## config.mk

```make
export PLATFORM = sky130hd
export DESIGN_NAME = fault_guard
export DESIGN_NICKNAME = d
export VERILOG_FILES = /design/src/rtl/fault_guard_pkg.sv /design/src/rtl/fault_guard_sync.sv /design/src/rtl/fault_guard_fsm.sv /design/src/rtl/fault_guard_regs.sv /design/src/rtl/fault_guard_outs.sv /design/src/rtl/fault_guard.sv
export SDC_FILE = /design/constraint.sdc
export NUM_CORES = 1
export LEC_CHECK = 0
export ABC_AREA = 0
export BUFFER_PORTS_ARGS = -buffer_cell sky130_fd_sc_hd__buf_4
export CORE_AREA = 2 2 39 41
export CTS_CLUSTER_SIZE = 28
export DETAILED_ROUTE_END_ITERATION = 12
export DIE_AREA = 0 0 41 43
export GPL_ROUTABILITY_DRIVEN = 1
export PLACE_DENSITY = 0.68
export SYNTH_ARGS = -nofsm -noshare
export SYNTH_HDL_FRONTEND = slang
export SYNTH_SLANG_ARGS = --single-unit
```

## constraint.sdc

```tcl
create_clock -name clk -period 1.56 [get_ports clk]
set_input_delay 0.078 -clock clk [delete_from_list [all_inputs] [get_ports clk]]
set_output_delay 0.078 -clock clk [all_outputs]
set_load 0.02 [all_outputs]
```

## src/rtl/fault_guard_pkg.sv

```systemverilog
package fault_guard_pkg;

    // Control-flow states of the fault capture machine
    typedef enum logic [1:0] {
        ST_BYPASS  = 2'd0,  // disabled, pin routed to the CPU
        ST_ARMED   = 2'd1,  // enabled, watching for the active level
        ST_TRIPPED = 2'd2,  // pending, fault still present
        ST_HELD    = 2'd3   // pending, fault gone, clear permitted
    } fg_state_e;

    // Register addresses
    localparam int unsigned REG_CTRL = 0;
    localparam int unsigned REG_STAT = 1;

    // Bit positions inside the write data
    localparam int unsigned CTRL_EN_BIT   = 0;
    localparam int unsigned CTRL_POL_BIT  = 1;
    localparam int unsigned CTRL_OE_BIT   = 2;
    localparam int unsigned STAT_PEND_BIT = 3;

    // Width of the read vector {en, pol, oe, pend}
    localparam int unsigned RD_W = 4;

endpackage

```

## src/rtl/fault_guard_sync.sv

```systemverilog
module fault_guard_sync #(
    parameter int unsigned STAGES = 2
) (
    input  logic clk,
    input  logic rst_n,
    input  logic d,
    output logic q
);

    logic [STAGES-1:0] chain_q;

    generate
        if (STAGES == 1) begin : g_single
            always_ff @(posedge clk or negedge rst_n) begin
                if (!rst_n) begin
                    chain_q <= '0;
                end else begin
                    chain_q <= d;
                end
            end
        end else begin : g_multi
            always_ff @(posedge clk or negedge rst_n) begin
                if (!rst_n) begin
                    chain_q <= '0;
                end else begin
                    chain_q <= {chain_q[STAGES-2:0], d};
                end
            end
        end
    endgenerate

    assign q = chain_q[STAGES-1];

endmodule

```

## src/rtl/fault_guard_fsm.sv

```systemverilog
module fault_guard_fsm
    import fault_guard_pkg::*;
(
    input  logic clk,
    input  logic rst_n,
    input  logic en,         // enable bit from the control register
    input  logic fault_act,  // synchronised pin at its active level
    input  logic clr_req,    // software asks to clear pending
    output logic pending,
    output logic trip,       // fault recognised this cycle
    output logic clr_ok      // clear accepted this cycle
);

    fg_state_e state_q;
    fg_state_e state_d;

    // State register
    always_ff @(posedge clk or negedge rst_n) begin
        if (!rst_n) begin
            state_q <= ST_BYPASS;
        end else begin
            state_q <= state_d;
        end
    end

    // Next-state logic
    always_comb begin
        state_d = state_q;
        unique case (state_q)
            ST_BYPASS: begin
                if (en) begin
                    state_d = ST_ARMED;                    // ENABLE
                end
            end
            ST_ARMED: begin
                if (en && fault_act) begin
                    state_d = ST_TRIPPED;                  // TRIP
                end else if (!en) begin
                    state_d = ST_BYPASS;                   // DISARM
                end
            end
            ST_TRIPPED: begin
                if (clr_req && !fault_act) begin
                    state_d = en ? ST_ARMED : ST_BYPASS;   // ACK
                end else if (!fault_act) begin
                    state_d = ST_HELD;                     // RELEASE
                end
            end
            ST_HELD: begin
                if (fault_act) begin
                    state_d = ST_TRIPPED;                  // RETRIP
                end else if (clr_req) begin
                    state_d = en ? ST_ARMED : ST_BYPASS;   // ACK
                end
            end
        endcase
    end

    // Outputs decoded from the state
    always_comb begin
        pending = 1'b0;
        trip    = 1'b0;
        clr_ok  = 1'b0;
        unique case (state_q)
            ST_BYPASS: begin
                pending = 1'b0;
            end
            ST_ARMED: begin
                trip = en && fault_act;
            end
            ST_TRIPPED, ST_HELD: begin
                pending = 1'b1;
                clr_ok  = clr_req && !fault_act;
            end
        endcase
    end

endmodule

```

## src/rtl/fault_guard_regs.sv

```systemverilog
module fault_guard_regs
    import fault_guard_pkg::*;
#(
    parameter int unsigned ADDR_W = 2,
    parameter int unsigned DATA_W = 4
) (
    input  logic              clk,
    input  logic              rst_n,
    input  logic              wr_en,
    input  logic [ADDR_W-1:0] wr_addr,
    input  logic [DATA_W-1:0] wr_data,
    input  logic              trip,
    input  logic              pending,
    output logic              en,
    output logic              pol,
    output logic              oe,
    output logic              clr_req,
    output logic [RD_W-1:0]   rd_vec
);

    logic ctrl_wr;
    logic stat_wr;

    assign ctrl_wr = wr_en && (wr_addr == ADDR_W'(REG_CTRL));
    assign stat_wr = wr_en && (wr_addr == ADDR_W'(REG_STAT));

    // Only a written zero asks for a clear; a written one is discarded
    assign clr_req = stat_wr && !wr_data[STAT_PEND_BIT];

    always_ff @(posedge clk or negedge rst_n) begin
        if (!rst_n) begin
            en  <= 1'b0;
            pol <= 1'b1;
        end else if (ctrl_wr) begin
            en  <= wr_data[CTRL_EN_BIT];
            pol <= wr_data[CTRL_POL_BIT];
        end
    end

    // A fault wins over any write; enabling is refused while pending
    always_ff @(posedge clk or negedge rst_n) begin
        if (!rst_n) begin
            oe <= 1'b0;
        end else if (trip) begin
            oe <= 1'b0;
        end else if (ctrl_wr) begin
            oe <= wr_data[CTRL_OE_BIT] && !pending;
        end
    end

    assign rd_vec = {en, pol, oe, pending};

endmodule

```

## src/rtl/fault_guard_outs.sv

```systemverilog
module fault_guard_outs #(
    parameter int unsigned NUM_CH = 6
) (
    input  logic              en,
    input  logic              pin_sync,
    input  logic              oe,
    input  logic              pending,
    input  logic [NUM_CH-1:0] pwm_in,
    output logic [NUM_CH-1:0] pwm_out,
    output logic [NUM_CH-1:0] pwm_drv_en,
    output logic              nmi_cpu,
    output logic              irq_req
);

    // The CPU sees the pin only while the unit is disabled
    assign nmi_cpu = en ? 1'b0 : pin_sync;
    assign irq_req = pending;

    generate
        for (genvar ch = 0; ch < NUM_CH; ch++) begin : g_pad
            assign pwm_drv_en[ch] = oe;
            assign pwm_out[ch]    = oe & pwm_in[ch];
        end
    endgenerate

endmodule

```

## src/rtl/fault_guard.sv

```systemverilog
module fault_guard
    import fault_guard_pkg::*;
#(
    parameter int unsigned NUM_CH      = 6,
    parameter int unsigned SYNC_STAGES = 2,
    parameter int unsigned ADDR_W      = 2,
    parameter int unsigned DATA_W      = 4
) (
    input  logic              clk,
    input  logic              rst_n,
    input  logic              fault_pin,
    input  logic              wr_en,
    input  logic [ADDR_W-1:0] wr_addr,
    input  logic [DATA_W-1:0] wr_data,
    output logic [RD_W-1:0]   rd_vec,
    input  logic [NUM_CH-1:0] pwm_in,
    output logic [NUM_CH-1:0] pwm_out,
    output logic [NUM_CH-1:0] pwm_drv_en,
    output logic              nmi_cpu,
    output logic              irq_req
);

    logic pin_sync;
    logic fault_act;
    logic en_q;
    logic pol_q;
    logic oe_q;
    logic clr_req;
    logic pending;
    logic trip;
    logic clr_ok;

    fault_guard_sync #(
        .STAGES (SYNC_STAGES)
    ) u_sync (
        .clk   (clk),
        .rst_n (rst_n),
        .d     (fault_pin),
        .q     (pin_sync)
    );

    assign fault_act = (pin_sync == pol_q);

    fault_guard_regs #(
        .ADDR_W (ADDR_W),
        .DATA_W (DATA_W)
    ) u_regs (
        .clk     (clk),
        .rst_n   (rst_n),
        .wr_en   (wr_en),
        .wr_addr (wr_addr),
        .wr_data (wr_data),
        .trip    (trip),
        .pending (pending),
        .en      (en_q),
        .pol     (pol_q),
        .oe      (oe_q),
        .clr_req (clr_req),
        .rd_vec  (rd_vec)
    );

    fault_guard_fsm u_fsm (
        .clk       (clk),
        .rst_n     (rst_n),
        .en        (en_q),
        .fault_act (fault_act),
        .clr_req   (clr_req),
        .pending   (pending),
        .trip      (trip),
        .clr_ok    (clr_ok)
    );

    fault_guard_outs #(
        .NUM_CH (NUM_CH)
    ) u_outs (
        .en         (en_q),
        .pin_sync   (pin_sync),
        .oe         (oe_q),
        .pending    (pending),
        .pwm_in     (pwm_in),
        .pwm_out    (pwm_out),
        .pwm_drv_en (pwm_drv_en),
        .nmi_cpu    (nmi_cpu),
        .irq_req    (irq_req)
    );

endmodule

```

Word level (Yosys, flattened, before mapping)
Index checks and enable logic that the tools add are counted.
Widths: inputs -> output; s select.
{"block": "totals", "reg_bits": 7, "out_inout_bits": 18}
{"block": "op_classes", "eq_ne": 9, "n_mux": 14, "n_bitwise": 6, "n_reduce_logical": 14}
{"cell": "$mux 2", "count": 7}
{"cell": "$pmux 2 s4", "count": 1}
{"cell": "$and 1x1->1", "count": 6}
{"cell": "$logic_and 1x1->1", "count": 6}
{"cell": "$mux 1", "count": 6}
{"cell": "$eq 2x1->1 const B", "count": 2}
{"cell": "$eq 2x2->1 const B", "count": 2}
{"cell": "$logic_not 2->1", "count": 2}
{"cell": "$reduce_and 4->1", "count": 1}
{"cell": "$logic_not 1->1", "count": 3}
{"cell": "$ne 3x1->1 const B", "count": 1}
{"cell": "$ne 3x2->1 const B", "count": 1}
{"cell": "$ne 3x3->1 const B", "count": 1}
{"cell": "$ne 2x2->1 const B", "count": 1}
{"cell": "$reduce_bool 2->1", "count": 1}
{"cell": "$reduce_or 2->1", "count": 1}
{"cell": "$eq 1x1->1", "count": 1}

Logic depth before layout (Yosys ltp)
Gate-level depths: netlist of the first run.
{"block": "logic_depth", "word_depth": 7, "depth_mapped": 3, "mapped_depth_nobuf": 3}

By module
A second synthesis of the first run with hierarchy kept.
{"block": "hier_totals", "cells_unflattened": 43, "hier_area_um2": 446.7}
{"module": "fault_guard_regs", "instances": 1, "cells_each": 14, "area_each_um2": 185.2, "seq_area_each_um2": 76.3}
{"module": "fault_guard_fsm", "instances": 1, "cells_each": 12, "area_each_um2": 106.4, "seq_area_each_um2": 50.0}
{"module": "fault_guard_outs", "instances": 1, "cells_each": 14, "area_each_um2": 96.3, "seq_area_each_um2": 0.0}
{"module": "fault_guard_sync", "instances": 1, "cells_each": 2, "area_each_um2": 50.0, "seq_area_each_um2": 50.0}
{"module": "fault_guard", "instances": 1, "cells_each": 1, "area_each_um2": 8.8, "seq_area_each_um2": 0.0}

Worst setup path before layout of the first run
Ideal clock, no wire load.
{"block": "synth_timing", "path_type": "register to register", "startpoint": "register u_regs.pol", "endpoint": "register u_regs.oe", "t_arrival_ps": 990, "slack_ps": 474, "stages_incl_launch_ff": 4, "period_less_slack_ps": 1086, "cell_sequence": "dfstp_2 -> xor2_2 -> nor3_1 -> o32ai_2"}
{"block": "synth_via", "elab_chain_cells": 4, "word_cells_on_any_way": 5, "cone_classes": "1 x eq/ne; 2 x mux; 2 x reduce/logical"}
{"item": "start, declared", "line": "fault_guard_regs.sv:15", "rtl": "output logic pol,"}
{"item": "start signal, assigned", "line": "fault_guard_regs.sv:36", "rtl": "pol <= wr_data[CTRL_POL_BIT];"}
{"item": "$eq 1x1->1 (*)", "line": "fault_guard.sv:42", "rtl": "assign fault_act = (pin_sync == pol_q);"}
{"item": "$logic_and 1x1->1 (*)", "line": "fault_guard_fsm.sv:69", "rtl": "trip = en && fault_act;"}
{"item": "$mux 1 (*)", "line": "fault_guard_fsm.sv:64", "rtl": "unique case (state_q)"}
{"item": "$mux 1 / $reduce_bool 2->1 (equally long branches)"}
{"item": "end signal, assigned", "line": "fault_guard_regs.sv:47", "rtl": "oe <= wr_data[CTRL_OE_BIT] && !pending;"}
{"item": "end, declared", "line": "fault_guard_regs.sv:16", "rtl": "output logic oe,"}
Mark *: on every way between the ends. The rest lies on a longest branch, timed or not.
A chain may end at the register's enable or synchronous reset.

Final worst setup path of the first run
{"block": "layout_timing", "startpoint": "register u_regs.oe", "endpoint": "output port pwm_out[1]"}
{"block": "layout_via", "elab_chain_cells": 1}
{"item": "$and 1x1->1", "line": "fault_guard_outs.sv:22", "rtl": "assign pwm_out[ch] = oe & pwm_in[ch];"}
{"item": "end, declared", "line": "fault_guard.sv:17", "rtl": "output logic [NUM_CH-1:0] pwm_out,"}
No other way between the ends.

==> metrics.md, run 1 <==
| Metric | Value |
|---|---|
| Status | `finished clean` |
| Initial DRC count | `3` |
| Reg clk slew, reported paths | `about 0.05 ns` |
| Via density per instance | `around 4.3` |
| Crit start category | `register` |
| Post-CTS resize count | `0` |
| Core area | `~1400 um^2` |
| Final-report hold violation count | `0` |
| Gpl congestion | `0.749` |
| Final min period | `1.17 ns` |
| PwrDens | `between 1000 and 1500 nW/um^2` |
| Initial antenna violation count | `0` |
| Total CTS buffers | `3` |
| Synthesis Warnings | `0` |
| Antenna Cells | `0` |
| Seq/Total Area, Yosys | `roughly 41%` |
| IO Count | `34` |
| Later-pin clock latency in the skew report | `0.25 ns` |
| Crit path arrival time | `between 1 and 1.5 ns` |
| CTS Buffer Depth | `2` |
| DP Cell Count | `79` |
| Avg Inst Size Synth | `10.6 um^2` |
| Final setup margin | `about 0.39 ns` |
| Logic pwr share | `50.1%` |
| Initial core utilization | `31.3%` |
| Pre-CTS setup slack | `0.405 ns` |
| Register bit total from synthesis | `7` |
| Synth Net Count | `57` |
| Top-area cell type share of the netlist area | `a little over a third` |
| Final nets | `between 80 and 90` |
| TritonCTS clock tree | `done` |
| CTS HTree Levels | `1` |
| First-pass GRT wire length | `1170 um` |
| CTS Sinks | `7` |
| Worst path slowest cell | `dfrtp_1` |
| Post-Syn Area | `approximately 430 um^2` |
| Antenna Nets Post-Route | `0` |
| # rows | `14` |
| Post-synthesis instance total | `41` |
| GRT Util Overall | `about 9.9%` |
| Max Cap Violations | `0` |
| Die area | `1760 um^2` |
| Final wirelength | `just over 800 um` |
| Switching power share of the total | `39.2%` |
| CP Capture Type | `output pin` |
| Top achievable clock speed | `roughly 0.86 GHz` |
| GR Overflow Total | `0` |
| Worst Skew | `~0.0056 ns` |
| Worst-path fanout max | `14` |
| Cell Chain, Critical Path | `and2_1 > buf_4` |
| Post-synth cell types | `18` |
| Fin crit share | `roughly three quarters` |
| Count of hold-fix buffers inserted at cts | `2` |
| Leakage | `approximately 0.33 nW` |
| Die Wd | `roughly 41 um` |
| Clock power frac | `between 10% and 20%` |
| Post-synth top area cell | `dfrtp_1` |
| Port Buf Inserts | `33` |
| Largest cells by area after synthesis | `dfrtp_1, buf_4, and2_1` |
| Vias after detailed routing | `368` |
| Slew @ Worst Pin | `approximately 0.32 ns` |
| Internal Power | `about 550 uW` |
| DRC errors left | `0` |
| P&R area growth vs syn | `54.3%` |
| Chip height | `between 40 and 50 um` |
| Clk root buf | `clkbuf_4` |
| Worst vdd ir | `between 0.6 and 0.7 mV` |
| Post-CTS Setup Repair Bufs | `0` |
| Commonest non-fill, non-tap cell in the layout | `buf_4` |
| Final setup vio count | `0` |
| Hold WS | `0.0637 ns` |
| Psw | `353 uW` |
| DRT Pass-1 Iters | `2` |
| Post-route setup TNS | `0 ns` |
| Largest net degree at the start of global routing | `15` |
| RSZ-0062 raised after global routing | `no` |
| Power Total | `approximately 900 uW` |
| Slew headroom | `78.2%` |
| Post-route insts no fill | `85` |
| Share of cells above drive strength 1 | `between 60% and 70%` |
| Final HPWL DP | `663 um` |
| Hold Crit Class | `in2reg` |
| WP data required | `roughly 1.5 ns` |
| Max-slew violation count | `0` |
| Routed length per instance | `roughly 9.7 um` |
| Critical path type | `reg2out` |
| CP max stage delay | `between 0.5 and 0.6 ns` |
| Vias in the first global route | `between 300 and 400` |
| Most frequent cells in the layout | `buf_4, and2_1, dfrtp_1` |
| Seq pwr share | `between 30% and 40%` |
[cells by family after synthesis]
logic type	after synthesis	synth area share, %
XOR/XNOR	1	3.76
AND/OR/NAND/NOR	15	23.1
AO/OA/AOI/OAI	4	8.09
buffers and inverters	12	19.1
flip-flops	7	40.8
multiplexers	2	5.20
[metrics by stage]
| step | instance area, um^2 | util [%] |
|---|---|---|
| 3_5_place_dp | 622 | 44.9 |
| 5_1_grt | 668 | 48.3 |
| 3_3_place_gp | 622 | 44.9 |
| 6_report | 668 | 48.3 |
| 4_1_cts | 668 | 48.3 |
| 2_1_floorplan | 433 | - |
[state kept, by name, summed over array words and instances, names as in the netlist]
signal and flops:
u_fsm.state_q 2, u_regs.en 1, u_regs.oe 1, u_regs.pol 1, u_sync.chain_q 2
[metal layers]
metal	vias to the layer above	GRT usage [%]	share of wire (%)
met5	-	0	0
met3	0	5.24	15
met1	163	6.93	30
li1	180	-	-
met2	25	19.1	55
met4	0	4.00	0
[area by class of cell]
type	count	area, um^2
Sequential cell	7	176
Multi-Input combinational cell	22	174
Tap cell	16	20.0
Clock buffer	4	26.3
Timing Repair Buffer	35	268
Fill cell	136	716
Inverter	1	3.75
[critical path, delay by kind of cell (launching register included)]
family | cells | cell delay (ns)
DFF | 1 | 0.52
and+or+nand+nor | 1 | 0.18
buffers and inverters | 1 | 0.14
[Yosys cell counts]
cell type and count:
clkbuf_1 1, nor3_1 1, nor4bb_1 1, nand2_1 2
xor2_2 1, dfstp_2 1, nor2b_1 1, inv_1 1
buf_4 10, nand3b_1 1, a2bb2oi_1 1, nor3b_4 1
dfrtp_1 6, mux2_2 2, and2_1 6, o21ai_0 2
nor2_1 2, o32ai_2 1
[power by group through the flow]
stage | clock, mW | combinational [mW] | sequential, mW
2_1_floorplan | 0 | 0.353 | 0.276
3_3_place_gp | 0 | 0.446 | 0.289
3_5_place_dp | 0 | 0.450 | 0.293
4_1_cts | 0.167 | 0.456 | 0.291
5_1_grt | 0.179 | 0.487 | 0.299
6_report | 0.159 | 0.451 | 0.289
[worst paths after layout]
check,from,endpoint,slack [ns],depth (start not counted)
min,wr_data[1],u_regs.pol,0.06,2
min reg2reg,u_sync.chain_q[0],u_sync.chain_q[1],0.35,0
min in group asynchronous,rst_n,u_fsm.state_q[1],0.18,2
max,u_regs.oe,pwm_out[1],0.39,2
max in group asynchronous,rst_n,u_regs.pol,1.18,2
max reg2reg,u_regs.pol,u_regs.oe,0.40,3
Note: power is estimated with default switching activity, not from simulation.
==> run 2, diff against run 1 <==
==> constraint.sdc (replaced) <==
create_clock -name clk -period 1.2 [get_ports clk]
set_input_delay 0.06 -clock clk [delete_from_list [all_inputs] [get_ports clk]]
set_output_delay 0.06 -clock clk [all_outputs]
set_load 0.02 [all_outputs]
==> metrics.md, run 2 (synthesis gave the netlist of run 1 again) <==
| Metric | Value |
|---|---|
| R2R Setup Slk | `0.05 ns` |
| Hold Crit Class | `in2reg` |
| M1 GR Usage | `~6.9%` |
| Chip height | `approximately 43 um` |
| # rows | `14` |
| Post-route insts no fill | `85` |
| GRT Util Overall | `9.92%` |
| Clk root buf | `clkbuf_4` |
| Hold wc startpoint | `wr_data[1]` |
| Antenna Nets Post-Route | `0` |
| Initial DRC count | `3` |
| DRT Pass-1 Iters | `4` |
| Worst vdd ir | `between 0.8 and 0.9 mV` |
| Power Total | `about 1.2 mW` |
| TritonCTS clock tree | `done` |
| Final nets | `86` |
| GR Overflow Total | `0` |
| Hold WS | `between 0.04 and 0.05 ns` |
| Max Cap Violations | `0` |
| IO Count | `34` |
| Worst Skew | `between 0.006 and 0.007 ns` |
| Clock power frac | `between 15 and 20%` |
| Routed length per instance | `9.66 um` |
| RSZ-0062 raised after global routing | `yes` |
| Initial core utilization | `between 30% and 40%` |
| CTS Sinks | `7` |
| Antenna Cells | `0` |
| Psw | `between 400 and 500 uW` |
| Finished Core Util | `between 40% and 50%` |
| Worst reg2reg endpoint | `u_fsm.state_q[1]` |
| Worst-path fanout max | `5` |
| Final HPWL DP | `about 660 um` |
| CTS HTree Levels | `1` |
| WP data required | `1.32 ns` |
| Post-route cell area | `~700 um^2` |
| Final min period | `around 1.2 ns` |
| Combined area of the multi-input logic cells | `between 150 and 200 um^2` |
| Most Crowded Layer GR | `met2` |
| Gpl congestion | `0.749` |
| Final-report hold violation count | `0` |
| CP Capture Type | `register` |
| Seq pwr share | `approximately a third` |
| Max-slew violation count | `0` |
| Hold path depth | `2` |
| Vias after detailed routing | `between 300 and 400` |
| Core area | `1380 um^2` |
| Most frequent cells in the layout | `buf_4, and2_1, dfrtp_1` |
| Die Wd | `between 40 and 50 um` |
| Critical path type | `reg2reg` |
| Top achievable clock speed | `roughly 0.87 GHz` |
| Reg clk slew, reported paths | `roughly 0.050 ns` |
| DRC errors left | `0` |
| Largest net degree at the start of global routing | `15` |
| Share of cells above drive strength 1 | `approximately 64%` |
| Switching power share of the total | `roughly two fifths` |
| Status | `finished clean` |
| Logic pwr share | `50.1%` |
| Hold path endpoint | `u_regs.pol` |
| Grt met2 use | `around a fifth` |
| Vias in the first global route | `324` |
| CTS Buffer Depth | `2` |
| Sequential Area | `178 um^2` |
| Initial antenna violation count | `0` |
| Biggest regs | `u_fsm.state_q x2, u_sync.chain_q x2` |
| Commonest non-fill, non-tap cell in the layout | `buf_4` |
| DP Cell Count | `between 70 and 80` |
| Via density per instance | `roughly 4.3` |
| Leakage | `around 0.34 nW` |
| Crit start category | `register` |
| Post-Place Cell Area | `slightly above 600 um^2` |
| Later-pin clock latency in the skew report | `around 0.25 ns` |
| Die area | `1760 um^2` |
| Slew headroom | `78.6%` |
| Worst r2r src | `u_regs.pol` |
| Final setup vio count | `0` |
| First-pass GRT wire length | `between 1000 and 1500 um` |
| Slew @ Worst Pin | `0.317 ns` |
| Fin crit share | `between 90% and 100%` |
| Port Buf Inserts | `33` |
| PwrDens | `about 1700 nW/um^2` |
| Filler cells | `around 130` |
| Final wirelength | `~820 um` |
| Met3 Track Usage GR | `approximately 5.2%` |
| Crit path arrival time | `between 1 and 1.5 ns` |
| Post-CTS Setup Repair Bufs | `0` |
| Total CTS buffers | `3` |
| P&R area growth vs syn | `58.4%` |
| FF-to-FF path depth | `3` |
| Internal Power | `around 720 uW` |
[run 2: through the flow]
stage / setup TNS, ns / setup WS [ns]
after floorplan: 0 / 0.114
after global placement: 0 / 0.0788
after detailed placement: 0 / 0.0454
after CTS: 0 / 0.0151
after global routing: -0.00311 / -0.00173
final: 0 / 0.0495
[run 2: cell type report]
cell class	count	share of cell area [%]
multi-input combinational	22	27.7
timing repair buffer	35	39.1
tap	16	2.92
sequential	7	25.9
inverter	1	0.547
clock buffer	4	3.83
[run 2: power by group through the flow]
stage / clock [mW] / sequential [mW] / combinational, mW
3_3_place_gp: 0 / 0.376 / 0.580
3_5_place_dp: 0 / 0.381 / 0.585
5_1_grt: 0.233 / 0.399 / 0.641
4_1_cts: 0.217 / 0.379 / 0.593
2_1_floorplan: 0 / 0.359 / 0.459
6_report: 0.207 / 0.385 / 0.595
[run 2: critical path: stages (launching register included)]
cell,delay [ns]
dfstp_2,0.58
xor2_4,0.21
nor2_1,0.10
a2bb2oi_1,0.14
[run 2: repair_timing]
item / 4_1_cts / 5_1_grt
resized for setup: 0 / 3
endpoints found under the hold margin: 8 / 0
setup endpoints to repair: 0 / 9
hold buffers: 2 / 0
[run 2: routing by layer]
metal  part of all wire, %  vias to the layer above
met2                    56                       25
met5                     0                        -
li1                      -                      181
met4                     0                        0
met3                    15                        0
met1                    29                      161
[run 2: how the worst max path moves through the flow]
stage	from	to	slack (ns)
global route	u_regs.pol	u_regs.oe	-0.002
global placement	u_regs.pol	u_regs.oe	0.08
detailed placement	u_regs.pol	u_regs.oe	0.05
floorplan	u_regs.pol	u_regs.oe	0.11
finish	u_regs.pol	u_fsm.state_q[1]	0.05
CTS	u_regs.oe	pwm_out[1]	0.02
